### config.mk
export PLATFORM = sky130hd
export DESIGN_NAME = line_sync_gen
export DESIGN_NICKNAME = d
export VERILOG_FILES = /design/src/rtl/lsg_pkg.sv /design/src/rtl/lsg_edge_detect.sv /design/src/rtl/lsg_line_timer.sv /design/src/rtl/lsg_clamp_pulse.sv /design/src/rtl/line_sync_gen.sv
export SDC_FILE = /design/constraint.sdc
export NUM_CORES = 1
export LEC_CHECK = 0
export BUFFER_PORTS_ARGS = -buffer_cell sky130_fd_sc_hd__clkbuf_2
export CORE_AREA = 2 2 41 43
export CTS_CLUSTER_DIAMETER = 100
export DETAILED_ROUTE_END_ITERATION = 12
export DIE_AREA = 0 0 43 45
export HOLD_SLACK_MARGIN = 0.1
export PLACE_DENSITY = 0.79
export SLEW_MARGIN = 20
export SYNTH_ARGS = -nofsm -noshare
export SYNTH_HDL_FRONTEND = slang
export SYNTH_HIERARCHICAL = 1
export SYNTH_SLANG_ARGS = --single-unit
### constraint.sdc
create_clock -name clk -period 4.3 [get_ports clk]
set_clock_uncertainty 0.05 [all_clocks]
set_input_delay 0.86 -clock clk [delete_from_list [all_inputs] [get_ports clk]]
set_output_delay 0.86 -clock clk [all_outputs]
set_load 0.01 [all_outputs]
### src/rtl/lsg_pkg.sv
package lsg_pkg;

    // Which source caused a period restart in a given cycle
    typedef enum logic [1:0] {
        CAUSE_NONE   = 2'd0,
        CAUSE_PERIOD = 2'd1,
        CAUSE_SYNC   = 2'd2,
        CAUSE_BOTH   = 2'd3
    } restart_cause_e;

    // Polarity selection for the shared edge detector
    typedef enum logic {
        EDGE_RISE = 1'b0,
        EDGE_FALL = 1'b1
    } edge_kind_e;

    // Decoded per-cycle action of the line timer
    typedef struct packed {
        restart_cause_e cause;
        logic           restart;
        logic           drop;
    } line_evt_t;

    // Merge the three hit sources. A restart always dominates a drop, and
    // two simultaneous restart sources still form one restart.
    function automatic line_evt_t resolve_event(input logic period_hit,
                                                input logic sync_hit,
                                                input logic drop_hit);
        line_evt_t e;
        e.cause   = restart_cause_e'({sync_hit, period_hit});
        e.restart = period_hit | sync_hit;
        e.drop    = drop_hit & ~(period_hit | sync_hit);
        return e;
    endfunction

endpackage

### src/rtl/lsg_edge_detect.sv
module lsg_edge_detect
    import lsg_pkg::*;
#(
    parameter edge_kind_e KIND = EDGE_RISE
) (
    input  logic clk,
    input  logic rst,
    input  logic level_i,
    output logic edge_o
);

    logic hist_q;

    always_ff @(posedge clk) begin
        if (rst) hist_q <= 1'b0;
        else     hist_q <= level_i;
    end

    generate
        if (KIND == EDGE_RISE) begin : g_rise
            assign edge_o = level_i & ~hist_q;
        end else begin : g_fall
            assign edge_o = ~level_i & hist_q;
        end
    endgenerate

    // an edge is reported for one cycle only while the level holds
    p_single_edge_r5: assert property (@(posedge clk) disable iff (rst)
        edge_o |=> !edge_o);

endmodule

### src/rtl/lsg_line_timer.sv
module lsg_line_timer
    import lsg_pkg::*;
#(
    parameter int CNT_W = 8
) (
    input  logic             clk,
    input  logic             rst,
    input  logic [CNT_W-1:0] period_cmp,
    input  logic [CNT_W-1:0] drop_cmp,
    input  logic             sync_rise,
    output logic             line_o
);

    logic [CNT_W-1:0] cnt_q, cnt_d;
    logic             line_q, line_d;
    line_evt_t        evt;

    always_comb evt = resolve_event(cnt_q == period_cmp, sync_rise, cnt_q == drop_cmp);

    always_comb begin
        cnt_d  = evt.restart ? '0 : cnt_q + 1'b1;
        line_d = line_q;
        if (evt.restart)   line_d = 1'b1;
        else if (evt.drop) line_d = 1'b0;
    end

    always_ff @(posedge clk) begin
        if (rst) begin
            cnt_q  <= '0;
            line_q <= 1'b0;
        end else begin
            cnt_q  <= cnt_d;
            line_q <= line_d;
        end
    end

    assign line_o = line_q;

    p_count_step_r1: assert property (@(posedge clk) disable iff (rst)
        (cnt_q != period_cmp && !sync_rise) |=> cnt_q == CNT_W'($past(cnt_q) + 1'b1));

    p_period_clear_r2: assert property (@(posedge clk) disable iff (rst)
        (cnt_q == period_cmp) |=> (cnt_q == '0 && line_q));

    p_drop_low_r3: assert property (@(posedge clk) disable iff (rst)
        (cnt_q == drop_cmp && cnt_q != period_cmp && !sync_rise) |=> !line_q);

    p_sync_clear_r4: assert property (@(posedge clk) disable iff (rst)
        sync_rise |=> (cnt_q == '0 && line_q));

    p_both_single_r9: assert property (@(posedge clk) disable iff (rst)
        (evt.cause == CAUSE_BOTH) |=> (cnt_q == '0 && line_q));

    p_set_wins_r10: assert property (@(posedge clk) disable iff (rst)
        (cnt_q == period_cmp && cnt_q == drop_cmp) |=> line_q);

endmodule

### src/rtl/lsg_clamp_pulse.sv
module lsg_clamp_pulse #(
    parameter int CLAMP_LEN = 6
) (
    input  logic clk,
    input  logic rst,
    input  logic trigger_i,
    output logic clamp_o
);

    localparam int CW = $clog2(CLAMP_LEN + 1);

    logic [CW-1:0] left_q;

    always_ff @(posedge clk) begin
        if (rst)                 left_q <= '0;
        else if (trigger_i)      left_q <= CW'(CLAMP_LEN);
        else if (left_q != '0)   left_q <= left_q - 1'b1;
    end

    assign clamp_o = (left_q != '0);

    // Checker-only run length since the last trigger
    logic [CW:0] run_q;
    always_ff @(posedge clk) begin
        if (rst)            run_q <= '0;
        else if (trigger_i) run_q <= (CW+1)'(1);
        else if (clamp_o)   run_q <= run_q + 1'b1;
        else                run_q <= '0;
    end

    p_clamp_rise_r6: assert property (@(posedge clk) disable iff (rst)
        trigger_i |=> clamp_o);

    p_clamp_width_r7: assert property (@(posedge clk) disable iff (rst)
        $fell(clamp_o) |-> $past(run_q) == (CW+1)'(CLAMP_LEN));

    p_retrigger_r11: assert property (@(posedge clk) disable iff (rst)
        (trigger_i && clamp_o) |=> clamp_o);

endmodule

### src/rtl/line_sync_gen.sv
module line_sync_gen
    import lsg_pkg::*;
#(
    parameter int CNT_W     = 8,
    parameter int CLAMP_LEN = 6
) (
    input  logic             clk,
    input  logic             rst,
    input  logic [CNT_W-1:0] period_cmp,
    input  logic [CNT_W-1:0] drop_cmp,
    input  logic             frame_sync,
    output logic             line_out,
    output logic             clamp_out
);

    logic sync_rise;
    logic line_fall;
    logic line_w;

    lsg_edge_detect #(.KIND(EDGE_RISE)) u_sync_edge (
        .clk     (clk),
        .rst     (rst),
        .level_i (frame_sync),
        .edge_o  (sync_rise)
    );

    lsg_line_timer #(.CNT_W(CNT_W)) u_timer (
        .clk        (clk),
        .rst        (rst),
        .period_cmp (period_cmp),
        .drop_cmp   (drop_cmp),
        .sync_rise  (sync_rise),
        .line_o     (line_w)
    );

    lsg_edge_detect #(.KIND(EDGE_FALL)) u_line_edge (
        .clk     (clk),
        .rst     (rst),
        .level_i (line_w),
        .edge_o  (line_fall)
    );

    lsg_clamp_pulse #(.CLAMP_LEN(CLAMP_LEN)) u_clamp (
        .clk       (clk),
        .rst       (rst),
        .trigger_i (line_fall),
        .clamp_o   (clamp_out)
    );

    assign line_out = line_w;

    // clamp follows a line fall, never precedes it
    p_clamp_after_fall_r6: assert property (@(posedge clk) disable iff (rst)
        line_fall |=> clamp_out);

endmodule

==> run_results.csv, run 1 <==
group,metric,value,unit
cts,cts_max_level,1,
cts,clock_sinks,14,
worst_setup_path,arrival,1400,ps
worst_setup_path,required,3390,ps
route,wl_per_cell,11.4,um
synthesis,yosysMostFrequentCell,"dfxtp_1",
floorplanning,die_h,45,um
global_route,grt_max_degree,9,
power,switchingPower,0.0000847,W
hold_path,whs_path_depth,2,
timing,fmax,434,MHz
hold_path,holdCritPathClass,"reg2reg",
floorplanning,ios,21,
global_route,track_usage,0.173,
floorplanning,num_rows,14,
synthesis,ys_seq_elements,14,
timing,worst_pin_slew,378,ps
timing,fin_crit_sh,0.536,
timing,rsz0062_at_grt,"no",
route,vias,608,
timing,setup_viol,0,
cts,clkTransAtPathRegs,90,ps
placed_design,gp_congestion,0.759,
floorplanning,dieArea,0.00194,sq mm
placed_design,place_inst,116,
synthesis,synth_cell_types,26,
cts,cts_setup_buffers,0,
worst_setup_path,worstReg2RegStart,"u_clamp/left_q[0]",
run_status,status,"completed",
cts,hold_buffers,0,
route,drt_first_pass_iters,6,
hold_path,min_from,"u_timer/line_o",
timing,post-route-min-period,2310,ps
placed_design,dpl_worst_slack,2250,ps
worst_setup_path,end_kind,"output port",
worst_setup_path,crit_fanout,5,
synthesis,yosysWarnings,6,
floorplanning,die_w,43,um
power,p_per_area,340,mW/mm^2
finish,fillCellCount,137,
route,drc,0,
synthesis,synth_cells,82,
cts,cts_buffer_depth,2,
power,p_int,0.000224,W
synthesis,ys_seq_area_frac,0.368,
synthesis,synth-edff-count,0,
power,p_leak,0.421,nW
global_route,grt_pass1_wl,2.44,mm
finish,fin_cells,120,
cts,clk_latency,280,ps
finish,multi_input_area,453,sq um
global_route,grt_pass1_vias,587,
cts,cts_buffers,3,
finish,syn_to_final_growth,19.2,%
timing,max_slew_margin,0.746,
power,seqPwrFrac,0.478,
synthesis,synth_top_area_cell,"dfxtp_1",
placed_design,hpwl,1.09,mm
floorplanning,core,0.00147,sq mm
synthesis,synth.area.top_cells,"dfxtp_1 37%, xor2_1 15%, xnor2_1 11%, ha_1 4.9%, nor2_1 4.9%",
power,total_power,0.000309,W
worst_setup_path,crit_start,"u_clamp/left_q[0]",
synthesis,netlist_area,762,sq um
run,maxCapViolCount,0,
finish,antenna-diode-count,0,
power,power_frac_clock,0.305,
route,wirelength,1.37,mm
synthesis,ys.flop_type,"dfxtp_1",
worst_setup_path,rrSetupSlack,2760,ps
cts,cts_root_buffer,"clkbuf_4",
timing,fin_ws,1990,ps
power,pwr-share-comb,0.217,
synthesis,synth_nets,104,
worst_setup_path,reg2reg_depth,5,
placed_design,port_buffers,20,
route,drtAntennaViolNets,0,
cts,cts_tree,"yes",
synthesis,avgSynthCellArea,9.29,sq um
synthesis,synthTopCellsByCount,"14 x dfxtp_1, 13 x xor2_1, 10 x nor2_1, 10 x xnor2_1, 5 x inv_1",
cts,cts_resized,0,
timing,drv_slew,0,
route,drt_iter0_markers,17,
finish,register_area,280,sq um
global_route,grt_antenna_before_repair,0,
timing,hold_viol,0,
power,ir_drop,252,uV
synthesis,post-synth-top-area-fraction,0.368,
synthesis,async_reset_ff_frac,0,
timing,fin_setup_tns,0,ps
floorplanning,initial_core_util,0.518,
finish,drive_gt1_frac,0.288,
worst_setup_path,start_kind,"register",
global_route,gr-total-overflow,0,
finish,fin_nets,127,
power,switching_share,0.274,
route,viasPerCell,5.07,
worst_setup_path,crit_type,"reg2out",
-- per-stage QoR --
step                       util  area (sq um)  hold WS, ps
after floorplan               -           762          416
after global placement    0.593           872          437
after detailed placement  0.593           872          456
after CTS                 0.617           908          469
after global routing      0.617           908          489
final                     0.617           908          469
-- sequential cells by signal, indices dropped and copies added, names as in the netlist --
name and count:
u_clamp/left_q 3, u_sync_edge/hist_q 1, u_line_edge/hist_q 1, u_timer/cnt_q 8, u_timer/line_o 1
-- area by class of cell --
| type | instances | share of cell area |
|---|---|---|
| Inverter | 5 | 0.0207 |
| Tap cell | 16 | 0.0220 |
| Multi-Input combinational cell | 61 | 0.499 |
| Timing Repair Buffer | 20 | 0.110 |
| Clock buffer | 4 | 0.0399 |
| Sequential cell | 14 | 0.309 |
-- logic make-up after synthesis --
family	share of synthesized area
muxes	0.0131
and+or+nand+nor	0.210
xor gates and xnor gates	0.264
adders and majority gates	0.0493
AOI/OAI and AO/OA	0.0575
DFF	0.368
buffers and inverters	0.0378
-- path summary, 6_finish.rpt --
path	to
worst max-delay path	clamp_out
worst max register to register	u_clamp/left_q[1]
worst min register to register	u_timer/line_o
worst min-delay path	u_timer/line_o
-- cells in the final DEF, fill, tap and decap left out, types with 2 or more instances in the layout --
| cell | n |
|---|---|
| ha_1 | 3 |
| a31oi_1 | 2 |
| clkbuf_4 | 3 |
| inv_1 | 5 |
| dfxtp_1 | 14 |
| xor2_1 | 13 |
| nand3_1 | 2 |
| nand4_1 | 3 |
| xnor2_1 | 10 |
| a21oi_1 | 2 |
| nor2b_4 | 2 |
| o21ai_0 | 2 |
| clkbuf_2 | 20 |
| nor2_1 | 10 |
-- worst max-delay path: stages (launching register included) --
cell and delay (ps):
dfxtp_1 340, or2_2 290, inv_1 60, ha_1 240
inv_1 60, clkbuf_2 120
-- power groups by stage --
| stage | registers, W | logic, W | clock network [W] |
|---|---|---|---|
| after floorplan | 0.000148 | 0.0000454 | 0 |
| after global placement | 0.000150 | 0.0000650 | 0 |
| after detailed placement | 0.000151 | 0.0000676 | 0 |
| after CTS | 0.000148 | 0.0000678 | 0.0000978 |
| after global routing | 0.000150 | 0.0000767 | 0.000104 |
| final | 0.000148 | 0.0000671 | 0.0000942 |
-- metal layers --
layer / part of all wire / wire length (um) / vias to the layer above / track usage
met5: 0 / 0 / - / 0
met4: 0.014 / 19 / 0 / 0.0727
met3: 0.042 / 57 / 2 / 0.0600
met2: 0.52 / 715 / 14 / 0.303
met1: 0.42 / 574 / 280 / 0.193
li1: - / - / 312 / -
Note: power is estimated with default switching activity, not from simulation.
==> run 2: changes to the inputs <==
--- a/config.mk
+++ b/config.mk
@@ -6,12 +6,12 @@
 export NUM_CORES = 1
 export LEC_CHECK = 0
 export BUFFER_PORTS_ARGS = -buffer_cell sky130_fd_sc_hd__clkbuf_2
-export CORE_AREA = 2 2 41 43
+export CORE_AREA = 2 2 43 45
 export CTS_CLUSTER_DIAMETER = 100
 export DETAILED_ROUTE_END_ITERATION = 12
-export DIE_AREA = 0 0 43 45
+export DIE_AREA = 0 0 45 47
 export HOLD_SLACK_MARGIN = 0.1
-export PLACE_DENSITY = 0.79
+export PLACE_DENSITY = 0.72
 export SLEW_MARGIN = 20
 export SYNTH_ARGS = -nofsm -noshare
 export SYNTH_HDL_FRONTEND = slang
==> constraint.sdc (replaced) <==
create_clock -name clk -period 2.2 [get_ports clk]
set_clock_uncertainty 0.05 [all_clocks]
set_input_delay 0.44 -clock clk [delete_from_list [all_inputs] [get_ports clk]]
set_output_delay 0.44 -clock clk [all_outputs]
set_load 0.01 [all_outputs]
==> run_results.csv, run 2 (synthesis results as in run 1) <==
group,metric,value,unit
global_route,grt_pass1_vias,567,
power,p_leak,0.421,nW
finish,fillCellCount,160,
route,drt_first_pass_iters,4,
route,drc,0,
worst_setup_path,start_kind,"register",
finish,register_area,280,sq um
run,maxCapViolCount,0,
cts,cts_setup_buffers,0,
hold_path,holdCritPathClass,"in2reg",
finish,drive_gt1_frac,0.288,
route,drt_iter0_markers,8,
cts,clock_sinks,14,
timing,worst_pin_slew,310,ps
timing,max_slew_margin,0.791,
worst_setup_path,slowest_stage,"dfxtp_1",
worst_setup_path,slowest_delay,340,ps
floorplanning,dieArea,0.00212,sq mm
route,viasPerCell,5.12,
timing,post-route-min-period,1880,ps
floorplanning,die_w,45,um
placed_design,gp_congestion,0.747,
cts,cts_buffer_depth,2,
worst_setup_path,crit_fanout,5,
worst_setup_path,crit_type,"reg2out",
timing,setup_viol,0,
placed_design,hpwl,1.13,mm
worst_setup_path,critPathBufInv,3,
run_status,status,"completed",
route,vias,619,
timing,drv_slew,0,
finish,final_common_cell,"clkbuf_2",
timing,rsz0062_at_grt,"no",
placed_design,port_buffers,20,
cts,cts_tree,"yes",
worst_setup_path,required,1710,ps
cts,cts_max_level,1,
finish,largestRegisters,"u_timer/cnt_q x8, u_clamp/left_q x3",
floorplanning,num_rows,15,
power,total_power,0.000601,W
cts,clkTransAtPathRegs,80,ps
global_route,grt_pass1_wl,2.37,mm
floorplanning,initial_core_util,0.461,
finish,multi_input_area,453,sq um
worst_setup_path,end_kind,"output port",
worst_setup_path,worst_path_most_repeated_cell,"inv_1",
cts,clk_latency,270,ps
floorplanning,ios,21,
power,ir_drop,282,uV
finish,regMostFlops,"u_timer/cnt_q",
timing,fin_setup_tns,0,ps
finish,antenna-diode-count,0,
route,wl_per_cell,11.9,um
route,drtAntennaViolNets,0,
finish,largest_reg_flops,8,
global_route,grt_max_degree,9,
floorplanning,core,0.00165,sq mm
timing,fmax,531,MHz
finish,layout_common_cells,"20 x clkbuf_2, 14 x dfxtp_1, 13 x xor2_1",
timing,hold_viol,0,
global_route,grt_antenna_before_repair,0,
worst_setup_path,crit_family,"flip-flops",
route,wirelength,1.45,mm
worst_setup_path,arrival,1390,ps
finish,fin_nets,127,
finish,syn_to_final_growth,19.4,%
worst_setup_path,crit_path_cell_trace,"or2_2 > inv_1 > ha_1 > inv_1 > clkbuf_2",
cts,hold_buffers,0,
power,p_per_area,661,mW/mm^2
timing,hold_ws,352,ps
floorplanning,die_h,47,um
finish,postLayoutCoreUtil,0.551,
timing,fin_crit_sh,0.856,
cts,cts_root_buffer,"clkbuf_4",
cts,cts_resized,0,
cts,cts_buffers,3,
global_route,track_usage,0.156,
global_route,gr-total-overflow,0,
-- run 2: cell counts in the layout (fill, tap and decap cells not counted) --
No cell type changed its count.
-- run 2: worst register-to-register path, cell delays in order (launching register included) --
cell and delay [ps]:
dfxtp_1 380, or2_2 150, inv_1 40, ha_1 230, or4b_1 500, a31oi_1 190
-- run 2: area by class of cell --
type | instances | area share
sequential | 14 | 0.308
multi-input combinational | 61 | 0.498
tap | 17 | 0.0234
inverter | 5 | 0.0206
clock buffer | 4 | 0.0399
timing repair buffer | 20 | 0.110
-- run 2: layer usage --
layer / track usage / share of wire / wire (um) / up-vias
met5: 0 / 0 / 0 / -
met4: 0.0529 / 0.0069 / 10 / 0
met3: 0.0346 / 0.035 / 51 / 2
met2: 0.266 / 0.52 / 750 / 14
met1: 0.196 / 0.44 / 633 / 287
li1: - / - / - / 316
-- run 2: power breakdown --
| group | leakage, nW | internal (W) | switching, W |
|---|---|---|---|
| combinational | 0.285 | 0.0000668 | 0.0000640 |
| clock | 0.0210 | 0.000101 | 0.0000813 |
| sequential | 0.114 | 0.000271 | 0.0000177 |
| total | 0.421 | 0.000438 | 0.000163 |
-- run 2: final timing paths --
check / start / cells past startpoint / endpoint / slack [ps]
min reg2reg: u_timer/line_o / 2 / u_timer/line_o / 470
max reg2reg: u_clamp/left_q[0] / 5 / u_clamp/left_q[1] / 590
min: frame_sync / 2 / u_sync_edge/hist_q / 350
max: u_clamp/left_q[0] / 5 / clamp_out / 320
-- run 2: metrics by stage --
step	instances	worst slack, ps	area (sq um)
CTS	121	315	910
floorplan	82	755	762
finish	121	316	910
global route	121	199	910
detailed placement	117	612	873
global placement	117	636	873
